`src/rtl/irqc_pkg.sv`:
```
package irqc_pkg;

    localparam int LANE_W          = 8;
    localparam int GROUPS_PER_BANK = 4;
    localparam int BANK_W          = LANE_W * GROUPS_PER_BANK;

    typedef enum logic [1:0] {
        REG_EN_SET = 2'd0,
        REG_EN_CLR = 2'd1,
        REG_RSVD   = 2'd2,
        REG_STATUS = 2'd3
    } reg_sel_e;

    // Bits of a bank that belong to implemented groups.
    function automatic logic [BANK_W-1:0] lane_mask(input int lanes);
        logic [63:0] m;
        m = (64'd1 << (lanes * LANE_W)) - 64'd1;
        return m[BANK_W-1:0];
    endfunction

endpackage

```
`src/rtl/irqc_sync.sv`:
```
module irqc_sync #(
    parameter int WIDTH = 8
) (
    input  logic             clk,
    input  logic             rst_n,
    input  logic [WIDTH-1:0] d_async,
    output logic [WIDTH-1:0] q_sync
);

    logic [WIDTH-1:0] stage1_q;
    logic [WIDTH-1:0] stage2_q;

    always_ff @(posedge clk or negedge rst_n) begin
        if (!rst_n) begin
            stage1_q <= '0;
            stage2_q <= '0;
        end else begin
            stage1_q <= d_async;
            stage2_q <= stage1_q;
        end
    end

    assign q_sync = stage2_q;

endmodule

```
`src/rtl/irqc_bank.sv`:
```
module irqc_bank
    import irqc_pkg::*;
#(
    parameter int LANES = GROUPS_PER_BANK
) (
    input  logic                       clk,
    input  logic                       rst_n,
    input  logic                       set_we,
    input  logic                       clr_we,
    input  logic [BANK_W-1:0]          wdata,
    input  logic [BANK_W-1:0]          src_sync,
    output logic [BANK_W-1:0]          en_q,
    output logic [BANK_W-1:0]          status,
    output logic [GROUPS_PER_BANK-1:0] grp_irq
);

    localparam logic [BANK_W-1:0] IMPL_MASK = lane_mask(LANES);

    always_ff @(posedge clk or negedge rst_n) begin
        if (!rst_n) begin
            en_q <= '0;
        end else if (set_we) begin
            en_q <= en_q | (wdata & IMPL_MASK);
        end else if (clr_we) begin
            en_q <= en_q & ~wdata;
        end
    end

    assign status = src_sync & en_q;

    for (genvar l = 0; l < GROUPS_PER_BANK; l++) begin : g_lane
        always_ff @(posedge clk or negedge rst_n) begin
            if (!rst_n) begin
                grp_irq[l] <= 1'b0;
            end else begin
                grp_irq[l] <= |status[l*LANE_W +: LANE_W];
            end
        end
    end

endmodule

```
`src/rtl/irq_combiner.sv`:
```
module irq_combiner
    import irqc_pkg::*;
#(
    parameter int NUM_GROUPS = 20,
    parameter int ADDR_W     = 8
) (
    input  logic                         clk,
    input  logic                         rst_n,
    input  logic [NUM_GROUPS*LANE_W-1:0] irq_src,
    input  logic                         bus_sel,
    input  logic                         bus_we,
    input  logic [ADDR_W-1:0]            bus_addr,
    input  logic [BANK_W-1:0]            bus_wdata,
    output logic [BANK_W-1:0]            bus_rdata,
    output logic [NUM_GROUPS-1:0]        irq_out
);

    localparam int NUM_SRC    = NUM_GROUPS * LANE_W;
    localparam int NUM_BANKS  = (NUM_GROUPS + GROUPS_PER_BANK - 1) / GROUPS_PER_BANK;
    localparam int PAD_W      = NUM_BANKS * BANK_W;
    localparam int BANK_IDX_W = ADDR_W - 4;

    logic [NUM_SRC-1:0]         src_sync;
    logic [PAD_W-1:0]           src_pad;
    logic [BANK_W-1:0]          en_arr   [NUM_BANKS];
    logic [BANK_W-1:0]          stat_arr [NUM_BANKS];
    logic [GROUPS_PER_BANK-1:0] grp_arr  [NUM_BANKS];

    logic [BANK_IDX_W-1:0] bank_idx;
    reg_sel_e              reg_sel;
    logic                  aligned;
    logic                  wr_req;
    logic                  rd_req;
    logic [BANK_W-1:0]     rd_next;

    irqc_sync #(.WIDTH(NUM_SRC)) u_sync (
        .clk     (clk),
        .rst_n   (rst_n),
        .d_async (irq_src),
        .q_sync  (src_sync)
    );

    assign src_pad  = PAD_W'(src_sync);
    assign bank_idx = bus_addr[ADDR_W-1:4];
    assign reg_sel  = reg_sel_e'(bus_addr[3:2]);
    assign aligned  = (bus_addr[1:0] == 2'b00);
    assign wr_req   = bus_sel && bus_we && aligned;
    assign rd_req   = bus_sel && !bus_we && aligned;

    for (genvar b = 0; b < NUM_BANKS; b++) begin : g_bank
        localparam int LEFT  = NUM_GROUPS - b * GROUPS_PER_BANK;
        localparam int LANES = (LEFT >= GROUPS_PER_BANK) ? GROUPS_PER_BANK : LEFT;

        logic hit;
        assign hit = (bank_idx == BANK_IDX_W'(b));

        irqc_bank #(.LANES(LANES)) u_bank (
            .clk      (clk),
            .rst_n    (rst_n),
            .set_we   (wr_req && hit && (reg_sel == REG_EN_SET)),
            .clr_we   (wr_req && hit && (reg_sel == REG_EN_CLR)),
            .wdata    (bus_wdata),
            .src_sync (src_pad[b*BANK_W +: BANK_W]),
            .en_q     (en_arr[b]),
            .status   (stat_arr[b]),
            .grp_irq  (grp_arr[b])
        );
    end

    for (genvar g = 0; g < NUM_GROUPS; g++) begin : g_out
        assign irq_out[g] = grp_arr[g / GROUPS_PER_BANK][g % GROUPS_PER_BANK];
    end

    always_comb begin
        rd_next = '0;
        if (rd_req) begin
            for (int b = 0; b < NUM_BANKS; b++) begin
                if (bank_idx == BANK_IDX_W'(b)) begin
                    unique case (reg_sel)
                        REG_EN_SET: rd_next = en_arr[b];
                        REG_STATUS: rd_next = stat_arr[b];
                        REG_EN_CLR,
                        REG_RSVD:   rd_next = '0;
                    endcase
                end
            end
        end
    end

    always_ff @(posedge clk or negedge rst_n) begin
        if (!rst_n) begin
            bus_rdata <= '0;
        end else begin
            bus_rdata <= rd_next;
        end
    end

endmodule

```
`config.mk`:
```
export PLATFORM = sky130hd
export DESIGN_NAME = irq_combiner
export DESIGN_NICKNAME = d
export VERILOG_FILES = /design/src/rtl/irqc_pkg.sv /design/src/rtl/irqc_sync.sv /design/src/rtl/irqc_bank.sv /design/src/rtl/irq_combiner.sv
export SDC_FILE = /design/constraint.sdc
export NUM_CORES = 1
export LEC_CHECK = 0
export BUFFER_PORTS_ARGS = -buffer_cell sky130_fd_sc_hd__buf_2
export CAP_MARGIN = 20
export CORE_ASPECT_RATIO = 1.75
export CORE_MARGIN = 3
export CORE_UTILIZATION = 62
export DETAILED_ROUTE_END_ITERATION = 10
export GPL_ROUTABILITY_DRIVEN = 1
export GPL_TIMING_DRIVEN = 0
export PLACE_DENSITY = 0.85
export SLEW_MARGIN = 20
export SYNTH_ARGS = -nofsm -noshare
export SYNTH_HDL_FRONTEND = slang
export SYNTH_SLANG_ARGS = --single-unit
```
`constraint.sdc`:
```
create_clock -name clk -period 3.8 [get_ports clk]
set_input_delay 0.38 -clock clk [delete_from_list [all_inputs] [get_ports clk]]
set_output_delay 0.38 -clock clk [all_outputs]
set_load 0.01 [all_outputs]
```
---- After elaboration in Yosys (flattened, before gate mapping) ----
Index checks and enable logic that the tools add are counted.
word-level totals
  register bits after elaboration ......... 532
  bits of input ports ..................... 204
  logic and storage cells ................. 121
operators by class
  equality and inequality tests ........... 7
  muxes and demuxes ....................... 21
  bitwise logic cells ..................... 16
  reductions and logical operators ........ 49
operator list
  kind                                                              count
  32-bit 2-to-1 mux                                                 16
  32-bit case mux with 3 select lines                               5
  32-bit AND                                                        10
  32-bit bitwise OR                                                 5
  8-bit OR reduction                                                20
  32-bit NOT                                                        1
  1-bit logical AND                                                 19
  2-bit nonzero test                                                5
  4-bit by 2-bit == test with 1-bit output (second input constant)  2
  2-bit == test (second input constant)                             2
  4-bit by 1-bit == test with 1-bit output (second input constant)  1
  4-bit by 3-bit == test with 1-bit output (second input constant)  1
  2-bit logical NOT                                                 2
  4-bit logical NOT                                                 1
  2-bit by 1-bit == test with 1-bit output (second input constant)  1
  2-bit OR reduction                                                1
  1-bit logical NOT                                                 1

---- Depth between registers and ports, before layout ----
  word-level depth ........................ 9
  gate-level depth with buffers ........... 8

---- By module ----
Synthesis repeated with hierarchy kept, for this count alone.
unflattened totals
  cell total of the unflattened synthesis .. 1488
  area total of the unflattened synthesis .. 19540.0 um^2
modules (own cells, without submodules)
  module        instances  cells an instance  area each (um^2)  seq. area each (um^2)
  irqc_bank     5          150                1619.1            900.9
  irqc_sync     1          320                8007.7            8007.7
  irq_combiner  1          418                3437.0            800.8

---- Worst setup path before layout ----
No wires, ideal clock.
  path kind ............................... input to register
  from .................................... input bus_addr[1]
  to ...................................... register with a tool-made name
  library setup time ...................... 0.137 ns
  arrival ................................. 1.667 ns
  required time ........................... 3.663 ns
  setup slack ............................. 1.996 ns
  stages .................................. 6
  path buffers ............................ 2
  path through ............................ or3b_1 -> nor4bb_1 -> buf_2 -> buf_2 -> nand2_1 -> mux2i_1
RTL lines
  element          RTL line            source
  start, declared  irq_combiner.sv:12  input logic [ADDR_W-1:0] bus_addr,

---- Worst setup path in the final report ----
  from .................................... input bus_addr[4]
  to ...................................... register bus_rdata[18]
on the way
  word-level cells in the longest chain between the ends .. 7
ends and longest elaborated chain
  element                         RTL line            source
  4-bit logical NOT               irq_combiner.sv:78  if (bank_idx == BANK_IDX_W'(b)) begin
  32-bit 2-to-1 mux (4 in a row)  irq_combiner.sv:78
  32-bit 2-to-1 mux *             irq_combiner.sv:78
  32-bit 2-to-1 mux *             irq_combiner.sv:76  if (rd_req) begin
  via rd_next[18]                 irq_combiner.sv:34  logic [BANK_W-1:0] rd_next;
  end signal, assigned            irq_combiner.sv:94  bus_rdata <= rd_next;
  end, declared                   irq_combiner.sv:14  output logic [BANK_W-1:0] bus_rdata,
Mark *: on every way through the listed nets, which the timed path passes. The rest lies on a longest branch.
A chain may end at the register's enable or synchronous reset.

==> reports/metrics.csv <==
metric,value,unit
sequential share of the synthesized area,66.24,%
"Max FO, Critical Path",10,
# IOs,256,
r2r worst-path depth,4,
first-pass GRT wire length,98.88,mm
Flop pwr share,49.7,%
"CP delay by family, top",buffers and inverters,
Post-synth EDFFs,0,
most frequent cells in the layout,"532 x dfrtp_1, 293 x buf_2, 183 x nand2_1",
total clock sinks,532,
nets@finish,2317,
largest net degree at the start of global routing,109,
Pwr Density,479.0,nW/µm²
GRT Total Usage,38.88,%
r2r setup slk,1.79,ns
slew margin rel.,37.08,%
htree depth,2,
Worst Min Path Start,bus_wdata[31],
TritonCTS buffer count,46,
"Min Clock Period, post-route",2.713,ns
Fmax,368.6,MHz
Worst Path Buf+Inv,4,
Netlist Area Pre-Place,20100,µm²
Worst Skew,0.02013,ns
Routed Antenna Nets,0,
Peak VDD IR,0.5124,mV
"Slew Viols, Final",0,
crit-path max cell delay,0.76,ns
die area,34700,µm²
wire per inst,26.30,µm
Synthesized Nets,1848,
register bit count reported by yosys,532,
Finished Core Util,79.80,%
Via density,6.278,
RSZ-0062 raised after global routing,no,
clk root buf,clkbuf_16,
"Primary FF master, synth",dfrtp_1,
Yosys warnings,0,
IO Port Bufs,255,
status,completed,
Worst setup SP type,input pin,
post-synthesis instance total,1644,
internal power,9.270,mW
row cnt,86,
final wirelength,67.11,mm
ys async rst share,100.0,%
"non-filler cells, final",2552,
die width,142.1,µm
CP required,4.16,ns
CP max stage cell,o21ai_0,
Final Cycle Share,71.40,%
Psw,2.863,mW
CTS Buffer Depth,3,
dpl hpwl,44.15,mm
layout cells sized above 1,18.42,%
area delta synth->final,26.03,%
TritonRoute pass-1 iters,9,
max_cap viols,0,
GPL Wtd Cong,0.9971,
leakage power,13.37,nW
die height,244.2,µm
Combinational Power Share,7.4,%
Worst Hold Path Cells,3,
core box area,31740,µm²
First DRT Iteration DRCs,1807,
final hold vios,0,
post-route DRC violation count,0,
"most common cell after layout, fill and taps aside",dfrtp_1,
# setup viols final,0,
Worst R2R End,bus_rdata[18],
Vias,16020,
"Reg clk slew, reported paths",0.07,ns
switching share of power,23.60,%
Initial Util,63.32,%
r2r startpoint,u_sync.q_sync[82],
crit path DAT,3.08,ns
average size of a mapped cell,12.23,µm²
dpl cells,2300,
"Cell Chain, Critical Path",buf_2 -> clkbuf_1 -> buf_2 -> clkbuf_1 -> a211oi_1 -> o21ai_0 -> a311oi_1,
Synth cell types,34,
initial antenna violation count,3,
CTS tree,yes,
GRT Residual Overflow,0,
"Clk Latency, worst-skew pair",0.59,ns
Clk pwr share,42.9,%
type of destination of the critical path,flip-flop,
Worst Tran Pin Value,0.9340,ns
total power,12.13,mW
worst hold-check path type,in2reg,
vias in the first global route,16990,
worst setup path category,in2reg,
## logic make-up after synthesis
group | share of synthesized area, %
flip-flops | 66.24
AO/OA/AOI/OAI | 12.66
AND/OR/NAND/NOR | 7.644
buffers and inverters | 5.491
multiplexers | 7.968
## through the flow
step,setup TNS (ns),hold WS (ns),instance area (µm²),setup slack [ns]
after global routing,0,0.1370,25320,1.009
after global placement,-4058.50,0.3323,21870,-7.694
after detailed placement,0,0.3347,22020,0.7375
after floorplan,0,0.08441,20100,1.996
final,0,0.1396,25330,1.087
after CTS,0,0.1387,25320,1.204
## power by group through the flow
stage | clock [mW] | sequential, mW | combinational [mW]
6_report | 5.20 | 6.04 | 0.898
5_1_grt | 5.43 | 6.04 | 0.955
4_1_cts | 5.17 | 6.03 | 0.869
3_5_place_dp | 0 | 6.13 | 0.730
3_3_place_gp | 0 | 6.12 | 0.687
2_1_floorplan | 0 | 6.07 | 0.308
## worst max-delay path by stage
stage                           start                   end  slack [ns]  cells past startpoint
final                     bus_addr[4]         bus_rdata[18]        1.09                      7
after global routing            rst_n  u_sync.stage1_q[153]        1.01                      6
after CTS                       rst_n  u_sync.stage1_q[148]        1.20                      6
after detailed placement  bus_addr[2]             flip-flop        0.74                      7
after global placement          rst_n  u_sync.stage1_q[136]       -7.69                      1
after floorplan           bus_addr[1]             flip-flop        2.00                      6
## what timing repair did
item                      4_1_cts  5_1_grt
hold endpoints to repair      225        0
buffers inserted                0        0
hold buffers                  161        0
gates resized for setup         0        0
## synth_stat cells, types with 18 or more instances
cell type | count | share of area [%]
nand4_1 | 20 | 0.62
nand3_1 | 87 | 2.2
buf_2 | 39 | 0.97
mux2i_1 | 160 | 8.0
a22oi_1 | 80 | 3.0
a211oi_1 | 23 | 0.86
a311oi_1 | 32 | 1.4
nand2_1 | 183 | 3.4
clkbuf_1 | 54 | 1.0
a31oi_1 | 23 | 0.72
inv_1 | 160 | 3.0
o211ai_1 | 18 | 0.67
a21o_1 | 87 | 3.2
a21oi_1 | 55 | 1.4
dfrtp_1 | 532 | 66
o21ai_0 | 23 | 0.57
and3_1 | 18 | 0.56
## final cells by class
class / count / area, µm²
Tap cell: 396 / 495.5
Fill cell: 1728 / 6412
Inverter: 160 / 600.6
Sequential cell: 532 / 13310
Clock inverter: 27 / 359.1
Multi-Input combinational cell: 845 / 5689
Timing Repair Buffer: 421 / 3035
Clock buffer: 58 / 1320
Antenna cell: 6 / 15.01
Buffer: 107 / 503.0
## routing by layer
metal | part of all wire [%] | GRT usage [%] | wire length (µm) | vias to the layer above
li1 | - | - | - | 6614
met1 | 31 | 42.58 | 21110 | 7790
met2 | 48 | 63.50 | 32440 | 1219
met3 | 8.7 | 7.533 | 5819 | 398
met4 | 12 | 34.04 | 7739 | 0
met5 | 0 | 0 | 0 | -
## worst min-delay path, stage by stage
cell	delay [ns]
buf_2	0.15
nand2_1	0.08
mux2i_1	0.07
Power figures use the tool's default switching activity.
